==> src/rtl/pwm_brake_cond.sv <==
module pwm_brake_cond #(
  parameter int NPATH = 2,
  parameter int NCMP  = 3,
  parameter int PSW   = 4
) (
  input  logic             clk,
  input  logic             rst_n,
  input  logic [NPATH-1:0] brk_pin,
  input  logic [NCMP-1:0]  cmp_out,
  input  logic             lvd_in,
  input  logic [NPATH-1:0] inv_pin,
  input  logic [1:0]       filt_sel0,
  input  logic [1:0]       filt_sel1,
  input  logic [NPATH-1:0] filt_bypass,
  input  logic [1:0]       b1_src,
  input  logic [NCMP-1:0]  cmp_b0_en,
  input  logic             lvd_b1_en,
  input  logic [NPATH-1:0] brk_en,
  input  logic             irq_en,
  input  logic [NPATH-1:0] clr_flag,
  input  logic             clr_lock,
  output logic [NPATH-1:0] flag,
  output logic             lock0,
  output logic [NPATH-1:0] brk_state,
  output logic             irq
);
  logic [PSW-1:0]   pre_cnt;
  logic [NPATH-1:0] pin_lvl, raw, lvl, fall;
  logic             src1;
  logic [1:0]       fsel [NPATH];

  always_ff @(posedge clk or negedge rst_n)
    if (!rst_n) pre_cnt <= '0;
    else        pre_cnt <= pre_cnt + 1'b1;

  assign pin_lvl = brk_pin ^ inv_pin;
  assign fsel[0] = filt_sel0;
  assign fsel[1] = filt_sel1;

  always_comb begin
    case (b1_src)
      2'd0:    src1 = pin_lvl[1];
      2'd1:    src1 = ~cmp_out[0];
      2'd2:    src1 = ~cmp_out[1];
      default: src1 = ~cmp_out[2];
    endcase
  end

  assign raw[0] = pin_lvl[0] & ~|(cmp_out & cmp_b0_en);
  assign raw[1] = src1 & ~(lvd_in & lvd_b1_en);

  for (genvar g = 0; g < NPATH; g++) begin : g_path
    logic       tick, filt_q, prev_q;
    logic [1:0] hist;

    always_comb begin
      case (fsel[g])
        2'd0:    tick = 1'b1;
        2'd1:    tick = ~pre_cnt[0];
        2'd2:    tick = ~|pre_cnt[1:0];
        default: tick = ~|pre_cnt;
      endcase
    end

    always_ff @(posedge clk or negedge rst_n)
      if (!rst_n) begin
        hist   <= 2'b11;
        filt_q <= 1'b1;
      end else if (tick) begin
        hist <= {hist[0], raw[g]};
        if (hist[1] == raw[g] && hist[0] == raw[g]) filt_q <= raw[g];
      end

    assign lvl[g] = filt_bypass[g] ? raw[g] : filt_q;

    always_ff @(posedge clk or negedge rst_n)
      if (!rst_n) prev_q <= 1'b1;
      else        prev_q <= lvl[g];

    assign fall[g] = prev_q & ~lvl[g] & brk_en[g];

    always_ff @(posedge clk or negedge rst_n)
      if (!rst_n) flag[g] <= 1'b0;
      else        flag[g] <= (flag[g] & ~clr_flag[g]) | fall[g];
  end

  always_ff @(posedge clk or negedge rst_n)
    if (!rst_n) lock0 <= 1'b0;
    else        lock0 <= (lock0 & ~clr_lock) | fall[0];

  assign brk_state = flag;
  assign irq       = irq_en & |flag;
endmodule

==> config.mk <==
export PLATFORM = sky130hd
export DESIGN_NAME = pwm_brake_cond
export DESIGN_NICKNAME = d
export VERILOG_FILES = /design/src/rtl/pwm_brake_cond.sv
export SDC_FILE = /design/constraint.sdc
export NUM_CORES = 1
export LEC_CHECK = 0
export BUFFER_PORTS_ARGS = -buffer_cell sky130_fd_sc_hd__buf_2
export CORE_UTILIZATION = 39
export CTS_CLUSTER_SIZE = 20
export DETAILED_ROUTE_END_ITERATION = 10
export GPL_TIMING_DRIVEN = 0
export HOLD_SLACK_MARGIN = 0.1
export PLACE_DENSITY = 0.68
export SLEW_MARGIN = 20
export SYNTH_ARGS = -nofsm -noshare
export SYNTH_HDL_FRONTEND = slang
export SYNTH_SLANG_ARGS = --single-unit
==> constraint.sdc <==
create_clock -name clk -period 3.9 [get_ports clk]
set_input_delay 0.585 -clock clk [delete_from_list [all_inputs] [get_ports clk]]
set_output_delay 0.585 -clock clk [all_outputs]
set_load 0.1 [all_outputs]
* Yosys cells after proc, flatten, opt, wreduce, memory -nomap -nowiden
Cells that the tools add are included.
** Word-level totals
- Flip-flop bits (word level) :: 15
- Input bits :: 28
- Logic and storage cells :: 66
** Cells by class
- Add/sub/neg operators :: 1
- Eq/ne operators :: 10
- Muxes and demuxes :: 5
- Bitwise operators :: 26
- Reduce and logical (&&, ||, !) cells :: 14
** Operators with widths (count)
- $and 1x1->1 :: 11
- $not 1->1 :: 10
- $pmux 1 s3 :: 3
- $eq 2x1->1 const B :: 3
- $eq 2x2->1 const B :: 3
- $logic_not 2->1 :: 3
- $add 4x1->4 const B :: 1
- $eq 1x1->1 :: 4
- $reduce_and 2->1 :: 2
- $reduce_or 2->1 :: 2
- $reduce_or 4->1 :: 1
- $and 3x3->3 :: 1
- $logic_not 1->1 :: 3
- $or 1x1->1 :: 3
- $reduce_or 3->1 :: 1
- $logic_and 1x1->1 :: 2
- $mux 1 :: 2
- $xor 2x2->2 :: 1

* Depth between registers and ports, before layout
Gate-level depths: netlist of the first run.
- Depth in word-level cells :: 9
- Gate-level depth with buffers :: 5

* Least setup slack after synthesis of the first run
No wires, ideal clock.
- Path type :: reg2out
- From :: register flag[0], in the netlist brk_state[0]
- To :: output port irq
- Arrival :: 1.788 ns
- Data required time :: 3.315 ns
- Slack :: 1.527 ns
- Cell stages (with the launch flop) :: 2
- Buffers on the path :: 0
- Cell sequence :: dfrtp_1 -> o21a_1
** Between the ends
- Longest elaborated chain between the ends :: 2
** Ends and longest elaborated chain
- start: declaration :: line 22 : output logic [NPATH-1:0] flag,
- start signal: indexed assignment :: line 84 : else flag[g] <= (flag[g] & ~clr_flag[g]) | fall[g];
- $reduce_or 2->1 :: line 92 : assign irq = irq_en & |flag;
- $and 1x1->1 :: line 92
- end: declaration :: line 25 : output logic irq
No other way between the ends.

* Worst setup path in the final report of the first run
Ends and elaborated chain as after synthesis.

==> out/metrics.yaml, run 1 <==
dr.first_iter.drc_count: 9
detail_route.first_pass.iterations: 6
setup_violations: 0
seqPwrFrac: 0.428
grt_overflow: 0
hp-class: "in2async"
grt_pass1_wl_um: 2366
cp_max_fo: 4
finalCritPeriodShare: 0.4608
routed_wl_um: 1445
portBuffers: 33
rsz0062_at_grt: "no"
setup_ws_ns: 2.103
tns_ns: 0
synth.top_cell.area_share: 0.2777
cp_slowest_stage_delay_ns: 0.41
combPwrFrac: 0.387
wl_per_cell_um: 11.03
setup.worst_path.start_class: "register"
arrival_ns: 1.21
power_density_nw_per_um2: 479.2
drv_slew: 0
initial_core_util: 0.4291
pin_count: 34
pre_cts_slack_ns: 1.882
cp_slowest_cell: "buf_2"
p_int_w: 0.0002761
ys_seq_area_frac: 0.5091
drc: 0
syn_to_final_growth_pct: 29.42
fin_crit_ns: 1.797
cts_tree: "yes"
status: "finished clean"
hold_ws_ns: 0.1929
grt_use_total: 0.1579
clock_latency_ns: 0.28
num_vias: 629
grt_pass1_vias: 594
h-tree-depth: 1
finalPower_w: 0.0004695
ir_drop_mv: 0.3019
die_h_um: 46.06
cts_buffer_depth: 2
fillerInstances: 167
postRouteAntennaNets: 0
critical_path.top_delay_family: "buffers and inverters"
clk_pin_slew_worst_paths_ns: 0.09
synth_nets: 99
critPathBufInv: 1
clock-skew-final_ns: 0.002460
synth_area_um2: 757.0
fmax_ghz: 0.5564
dpl.hpwl_um: 1125
ys_ff_latch: 15
swShare: 0.4119
coreArea_um2: 1764
path_depth: 2
cts.sinks: 15
antenna_found_initial: 0
fp.dieArea_um2: 2121
yosys-top-cells-area: "dfstp_2, dfrtp_1, mux2_2"
path_class: "reg2out"
row_count: 15
routed_via_density: 4.802
ys.warnings.count: 0
antennaDiodeCount: 0
max_slew_margin: 0.6786
yosysTopAreaCell: "dfstp_2"
final_core_utilization: 0.5553
drive_gt1_frac: 0.4811
ys_types: 31
cts_root_buf: "clkbuf_4"
path_cells: "o21a_1 -> buf_2"
worstMarginPinSlew_ns: 0.4854
power.clock.fraction: 0.186
avgSynthCellArea_um2: 10.97
hold_viol: 0
postCtsSetupBuffers: 0
post_cts_resized: 0
leakage_nw: 0.4845
maxCapViolCount: 0
fin_nets: 137
gp_congestion: 0.6819
r2r_cells: 5
grt_max_degree: 16
cp-end-kind: "output pin"
die_w_um: 46.06
synth_cells: 69
crit_required_ns: 3.31
numCtsBuffers: 3
cts_hold_buf: 0
switchingPower_w: 0.0001934
[power groups by stage]
stage          Combinational (W)   Clock, W  Sequential [W]
3_5_place_dp            0.000182          0        0.000204
2_1_floorplan          0.0000947          0        0.000252
5_1_grt                 0.000193  0.0000979        0.000204
6_report                0.000182  0.0000871        0.000201
4_1_cts                 0.000183  0.0000925        0.000201
3_3_place_gp            0.000180          0        0.000202
[layer usage]
layer / vias to the layer above / share of wire / wire length [µm] / global-route usage
met5: - / 0 / 0 / 0
met2: 20 / 0.48 / 692 / 0.2535
met1: 279 / 0.47 / 672 / 0.2020
met3: 2 / 0.046 / 66 / 0.02353
met4: 0 / 0.0090 / 13 / 0.08824
li1: 328 / - / - / -
[final timing paths]
check	slack [ns]	to	start
worst max-delay path	2.10	irq	brk_state[0]$_DFF_PN0_
worst min-delay path	0.19	brk_state[0]$_DFF_PN0_	rst_n
worst max register to register	2.39	g_path[0].filt_q$_DFFE_PN1P_	pre_cnt[0]$_DFF_PN0_
worst min register to register	0.52	g_path[0].filt_q$_DFFE_PN1P_	g_path[0].filt_q$_DFFE_PN1P_
max in group asynchronous	3.41	g_path[0].hist[1]$_DFFE_PN1P_	rst_n
min in group clk	0.48	brk_state[0]$_DFF_PN0_	clr_flag[0]
[Yosys cell counts (all sizes together)]
cell and instances:
xor2 3, o21a 1, a21oi 1, a31oi 1, a21boi 1, and4 1, and3 1, a41oi 1
o31ai 1, inv 7, or3 1, nor2b 1, a32o 1, o2111ai 1, mux2 5, xnor2 1
nand2 5, and2 1, o31a 1, o211ai 1, o21ai 5, a211o 1, a2bb2oi 1, or4b 1
dfrtp 7, buf 2, a222oi 1, nand3 2, dfstp 8, ha 2, nor2 3
[placed cells by master, fill, tap and decap left out]
| master | netlist | routed |
|---|---|---|
| dfstp_2 | 8 | 8 |
| a21boi_0 | 1 | 1 |
| o2111ai_1 | 1 | 1 |
| xor2_1 | 3 | 3 |
| a222oi_1 | 1 | 1 |
| and2_1 | 1 | 1 |
| and4_1 | 1 | 1 |
| buf_4 | 2 | 2 |
| o31ai_1 | 1 | 1 |
| dfrtp_1 | 7 | 7 |
| a32o_1 | 1 | 1 |
| nand2_1 | 5 | 5 |
| mux2_2 | 5 | 5 |
| or4b_1 | 1 | 1 |
| o211ai_1 | 1 | 1 |
| clkbuf_1 | 0 | 1 |
| a41oi_1 | 1 | 1 |
| ha_1 | 2 | 2 |
| inv_1 | 7 | 7 |
| a31oi_1 | 1 | 1 |
| o21ai_0 | 5 | 5 |
| xnor2_1 | 1 | 1 |
| buf_2 | 0 | 33 |
| o21a_1 | 1 | 1 |
| a21oi_1 | 1 | 1 |
| a2bb2oi_1 | 1 | 1 |
| nor2b_1 | 1 | 1 |
| a211o_1 | 1 | 1 |
| nor2_1 | 3 | 3 |
| or3_1 | 1 | 1 |
| nand3_1 | 2 | 2 |
| o31a_1 | 1 | 1 |
| and3_1 | 1 | 1 |
| clkbuf_4 | 0 | 3 |
[cells by family (layout without fill, tap and decap cells)]
family / count (synthesis) / in the layout / share of synthesized area
mux: 5 / 5 / 0.07437
xor+xnor: 4 / 4 / 0.04629
flops: 15 / 15 / 0.5091
buf+inv: 9 / 46 / 0.05455
simple gates: 16 / 16 / 0.1108
fa+ha+maj: 2 / 2 / 0.03305
compound gates: 18 / 18 / 0.1719
[final cells by class]
type | count | area (µm²) | area share
plain buffers | 2 | 15.01 | 0.01533
multi-input cells | 45 | 330.3 | 0.3372
repair buffers | 33 | 165.2 | 0.1686
well taps | 25 | 31.28 | 0.03193
clock buffers | 4 | 26.28 | 0.02682
inverters | 7 | 26.28 | 0.02682
flip-flops and latches | 15 | 385.4 | 0.3934
[per-stage QoR]
stage | std cells | instance area [µm²]
after floorplan | 69 | 757.0
after global placement | 127 | 953.4
after detailed placement | 127 | 953.4
after CTS | 131 | 979.7
after global routing | 131 | 979.7
final | 131 | 979.7
[registers in the layout (all words and copies together), names as in the netlist]
name           cells
brk_state          2
g_path.filt_q      2
g_path.hist        4
g_path.prev_q      2
lock0              1
pre_cnt            4
Note: power is estimated with default switching activity, not from simulation.
==> run 2: changes to the inputs <==
clock period = 1.79 ns   (was 3.9 ns; I/O delays follow)
==> run 2 against run 1 <==
Worst hold slack got worse by 0.033 ns. Critical path type is now reg2reg. Clock power increased by 120%. Critical path depth increased by 3. Sequential share of layout area decreased by 0.37 points. Cell count increased by 0.76%. Worst setup slack got worse by 1.8 ns. Sequential power increased by 120%. Combinational power increased by 120%. Clock skew decreased by 0.00080 ns. First-iteration DRC count unchanged. Global-route usage decreased by 0.46 points. Wire length increased by 0.62%.
==> out/metrics.yaml, run 2 (synthesis results as in run 1) <==
status: "finished clean"
clock-skew-final_ns: 0.001659
seq_area_um2: 386.6
final_common_cell: "buf_2"
cp_max_fo: 5
setup_ws_ns: 0.3070
die_w_um: 46.06
coreArea_um2: 1764
num_vias: 636
post_cts_resized: 0
hold_ws_ns: 0.1594
drc: 0
r2r_setup_slack_ns: 0.31
pre_cts_slack_ns: 0.1265
rsz0062_at_grt: "no"
arrival_ns: 1.69
hp-class: "in2reg"
tns_ns: 0
hold_viol: 0
grt_pass1_wl_um: 2242
power_density_nw_per_um2: 1034
numCtsBuffers: 3
cts.sinks: 15
grt_pass1_vias: 579
clock_latency_ns: 0.28
cp_slowest_cell: "or4b_1"
gp_congestion: 0.6919
reg_top3: "g_path.hist (4), pre_cnt (4)"
h-tree-depth: 1
drive_gt1_frac: 0.4953
fin_cells: 132
die_h_um: 46.06
leakage_nw: 0.4880
setup.worst_path.start_class: "register"
maxCapViolCount: 0
routed_via_density: 4.818
path_class: "reg2reg"
initial_core_util: 0.4291
fin_nets: 138
wl_per_cell_um: 11.02
fillerInstances: 177
drv_slew: 0
cp-end-kind: "register"
fin_crit_ns: 1.483
cts_root_buf: "clkbuf_4"
grt_overflow: 0
cts_tree: "yes"
detail_route.first_pass.iterations: 4
dpl.hpwl_um: 1158
r2r_cells: 5
finalPower_w: 0.001026
postRouteAntennaNets: 0
syn_to_final_growth_pct: 31.07
holdCritStartpoint: "filt_bypass[0]"
fmax_ghz: 0.6743
grt_max_degree: 16
grt_use_total: 0.1533
antennaDiodeCount: 0
antenna_found_initial: 0
worstMarginPinSlew_ns: 0.4859
max_slew_margin: 0.6783
final_cell_mix: "buf_2, dfstp_2, inv_1"
crit_required_ns: 2.00
min_to: "g_path[0].prev_q$_DFF_PN1_"
multi_input_area_um2: 331.6
ir_drop_mv: 0.4944
cp_slowest_stage_delay_ns: 0.52
cts_buffer_depth: 2
clk_pin_slew_worst_paths_ns: 0.08
finalCritPeriodShare: 0.8285
portBuffers: 33
holdPathStages: 2
fp.dieArea_um2: 2121
routed_wl_um: 1454
setup_violations: 0
dr.first_iter.drc_count: 9
dp_cells: 127
r2r-start: "pre_cnt[0]$_DFF_PN0_"
rr_endpoint: "g_path[0].filt_q$_DFFE_PN1P_"
pin_count: 34
path_cells: "inv_1 -> ha_1 -> a21boi_0 -> or4b_1 -> o211ai_1"
row_count: 15
-- run 2: cell types whose count changed in the layout (fill, tap and decap cells not counted) --
| cell | change |
|---|---|
| dfrtp_1 | -1 |
| dfrtp_2 | +1 |
| dlygate4sd3_1 | +1 |
| o21a_1 | -1 |
| o21a_2 | +1 |
-- run 2: how the worst max path moves through the flow --
stage                           start                            to  slack, ns  cells past startpoint
2_1_floorplan  brk_state[1]$_DFF_PN0_                           irq       0.02                      1
3_3_place_gp             cmp_b0_en[0]  g_path[0].filt_q$_DFFE_PN1P_       0.12                      5
3_5_place_dp             cmp_b0_en[0]  g_path[0].filt_q$_DFFE_PN1P_       0.13                      5
4_1_cts        brk_state[1]$_DFF_PN0_                           irq       0.30                      2
5_1_grt          pre_cnt[0]$_DFF_PN0_  g_path[0].filt_q$_DFFE_PN1P_       0.20                      5
6_report         pre_cnt[0]$_DFF_PN0_  g_path[0].filt_q$_DFFE_PN1P_       0.31                      5
-- run 2: critical path, delay by kind of cell, from the launching register on --
kind | cells | cell delay [ns]
AOI/OAI and AO/OA | 2 | 0.21
adders and majority gates | 1 | 0.16
buffers and inverters | 1 | 0.09
DFF | 1 | 0.43
and+or+nand+nor | 1 | 0.52
-- run 2: where the power goes --
part | leakage, nW | internal [W] | switching [W]
clock network | 0.0150 | 0.0000865 | 0.000104
logic | 0.299 | 0.000110 | 0.000288
registers | 0.174 | 0.000409 | 0.0000290
total | 0.488 | 0.000605 | 0.000421
-- run 2: cell type report --
| type | instances | share of cell area |
|---|---|---|
| multi-input combinational | 45 | 0.3342 |
| sequential | 15 | 0.3897 |
| clock buffer | 4 | 0.02648 |
| inverter | 7 | 0.02648 |
| timing repair buffer | 34 | 0.1765 |
| buffer | 2 | 0.01513 |
| tap | 25 | 0.03153 |
-- run 2: stage by stage --
step                cell area [µm²]  utilization
floorplan                     759.5            -
global placement              955.9       0.5418
detailed placement            955.9       0.5418
CTS                           992.2       0.5624
global route                  992.2       0.5624
finish                        992.2       0.5624
-- run 2: routing by layer --
metal | vias to the layer above | global-route usage | share of wire
met1 | 282 | 0.1852 | 0.46
met3 | 5 | 0.02745 | 0.064
met5 | - | 0 | 0
met4 | 0 | 0.1059 | 0.028
li1 | 322 | - | -
met2 | 27 | 0.2451 | 0.45
-- run 2: repair_timing --
item | in CTS | in global routing
endpoints found under the hold margin | 7 | 0
hold buffers | 1 | 0
buffers inserted | 0 | 0
==> run 3: changes to the inputs <==
PLACE_DENSITY = 0.71   (was 0.68)
clock period = 1.26 ns   (was 1.79 ns; I/O delays follow)
==> run 3 against run 2 <==
The flow now finishes with violations (negative setup slack). Non-clock buffer count is 9 higher. Sequential cell count is the same. Fmax grew 9.9%. Clock-buffer cell count down 1. Global-route usage rose by 2.8 points. Die area unchanged. Worst setup slack got worse by 0.40 ns. Via count rose by 7.7%. Largest cell class is now multi-input combinational cells.
==> out/metrics.yaml, run 3 (synthesis results as in run 1) <==
hp-class: "in2reg"
cp-end-kind: "register"
hold_ws_ns: 0.1528
initial_core_util: 0.4291
h-tree-depth: 1
row_count: 15
cts_tree: "yes"
gp_congestion: 0.6952
numCtsBuffers: 3
portBuffers: 33
power_density_nw_per_um2: 1310
violations: "negative setup slack"
antennaDiodeCount: 0
rsz0062_at_grt: "yes"
routed_via_density: 4.858
grt_overflow: 0
die_w_um: 46.06
ir_drop_mv: 0.8961
wl_per_cell_um: 13.08
leakage_nw: 0.5484
hold_viol: 0
detail_route.first_pass.iterations: 4
routed_wl_um: 1844
setup_ws_ns: -0.08958
dpl.hpwl_um: 1173
setup_violations: 5
path_class: "reg2reg"
fmax_ghz: 0.7410
fin_crit_ns: 1.350
cts.sinks: 15
crit_required_ns: 1.47
setup.worst_path.start_class: "register"
final_common_cell: "buf_2"
tns_ns: -0.2688
syn_to_final_growth_pct: 57.19
drc: 0
coreArea_um2: 1764
fp.dieArea_um2: 2121
postRouteAntennaNets: 0
grt_pass1_wl_um: 2642
fin_nets: 147
pin_count: 34
grt_max_degree: 16
drv_slew: 0
cts_buffer_depth: 2
maxCapViolCount: 0
clk_pin_slew_worst_paths_ns: 0.09
final_cell_mix: "buf_2, buf_4, dfstp_2"
grt_pass1_vias: 668
status: "finished, violations left"
max_slew_margin: 0.7313
dr.first_iter.drc_count: 9
die_h_um: 46.06
arrival_ns: 1.56
num_vias: 685
reg_top3: "g_path.hist (4), pre_cnt (4)"
finalCritPeriodShare: 1.071
clock-skew-final_ns: 0.009282
worstMarginPinSlew_ns: 0.4031
cts_root_buf: "clkbuf_4"
cp_max_fo: 3
drive_gt1_frac: 0.6379
clock_latency_ns: 0.28
antenna_found_initial: 0
grt_use_total: 0.1814
[run 3: cell types whose count changed in the layout (fill, tap and decap cells not counted), moves of 2 or more]
| cell | previous run | this run |
|---|---|---|
| buf_2 | 33 | 27 |
| dlygate4sd3_1 | 1 | 4 |
| dfrtp_1 | 6 | 3 |
| inv_1 | 7 | 5 |
| nor2_1 | 3 | 1 |
| mux2_2 | 5 | 3 |
| o21ai_0 | 5 | 3 |
| dfrtp_2 | 1 | 4 |
| inv_2 | 0 | 2 |
| nor2_2 | 0 | 2 |
| buf_4 | 2 | 10 |
| mux2_4 | 0 | 2 |
[run 3: critical path: stages (launching register included)]
cell and delay (ns):
dfrtp_2 0.45, o21ai_2 0.18, a21boi_2 0.09, or4b_1 0.46, o211ai_1 0.10
[run 3: timing repair]
action,in CTS,in global routing
hold buffers,4,0
gates resized for setup,20,10
hold endpoints to repair,18,0
buffers inserted,4,2
pin swaps,4,6
endpoints found under the setup margin,11,7
[run 3: worst paths after layout]
check | startpoint | depth (start not counted) | endpoint | slack, ns
setup / recovery | pre_cnt[3]$_DFF_PN0_ | 4 | g_path[0].filt_q$_DFFE_PN1P_ | -0.09
hold / removal | brk_en[1] | 2 | brk_state[1]$_DFF_PN0_ | 0.15
setup reg to reg | pre_cnt[3]$_DFF_PN0_ | 4 | g_path[0].filt_q$_DFFE_PN1P_ | -0.09
hold reg to reg | g_path[0].filt_q$_DFFE_PN1P_ | 2 | g_path[0].filt_q$_DFFE_PN1P_ | 0.51
max in group asynchronous | rst_n | 2 | g_path[1].hist[0]$_DFFE_PN1P_ | 0.63
min in group asynchronous | rst_n | 2 | lock0$_DFF_PN0_ | 0.32
[run 3: routing by layer]
metal	routed length (µm)	track usage	part of all wire
met1	727	0.1886	0.39
met2	1006	0.3408	0.55
met3	92	0.07059	0.050
met4	17	0.03529	0.0092
met5	0	0	0
[run 3: final cells by class]
cell class,count,area (µm²)
Inverter,7,26.28
Clock buffer,3,22.52
Clock inverter,1,5.005
Multi-Input combinational cell,45,410.4
Buffer,2,15.01
Fill cell,150,574.3
Timing Repair Buffer,43,289.0
Sequential cell,15,390.4
Tap cell,25,31.28
[run 3: stage by stage]
step | power (W) | instances | cell area [µm²] | setup WS [ns] | util
after global placement | 0.001199 | 127 | 975.9 | -0.3041 | 0.5532
after floorplan | 0.001087 | 69 | 779.5 | -0.06889 | -
after CTS | 0.001553 | 139 | 1146 | -0.08661 | 0.6496
after global routing | 0.001635 | 141 | 1190 | -0.1433 | 0.6745
final | 0.001559 | 141 | 1190 | -0.08958 | 0.6745
after detailed placement | 0.001209 | 127 | 975.9 | -0.3249 | 0.5532
[run 3: power breakdown]
part	switching, W	internal [W]
combinational	0.000431	0.000231
sequential	0.0000482	0.000582
clock	0.000149	0.000118
total	0.000628	0.000931
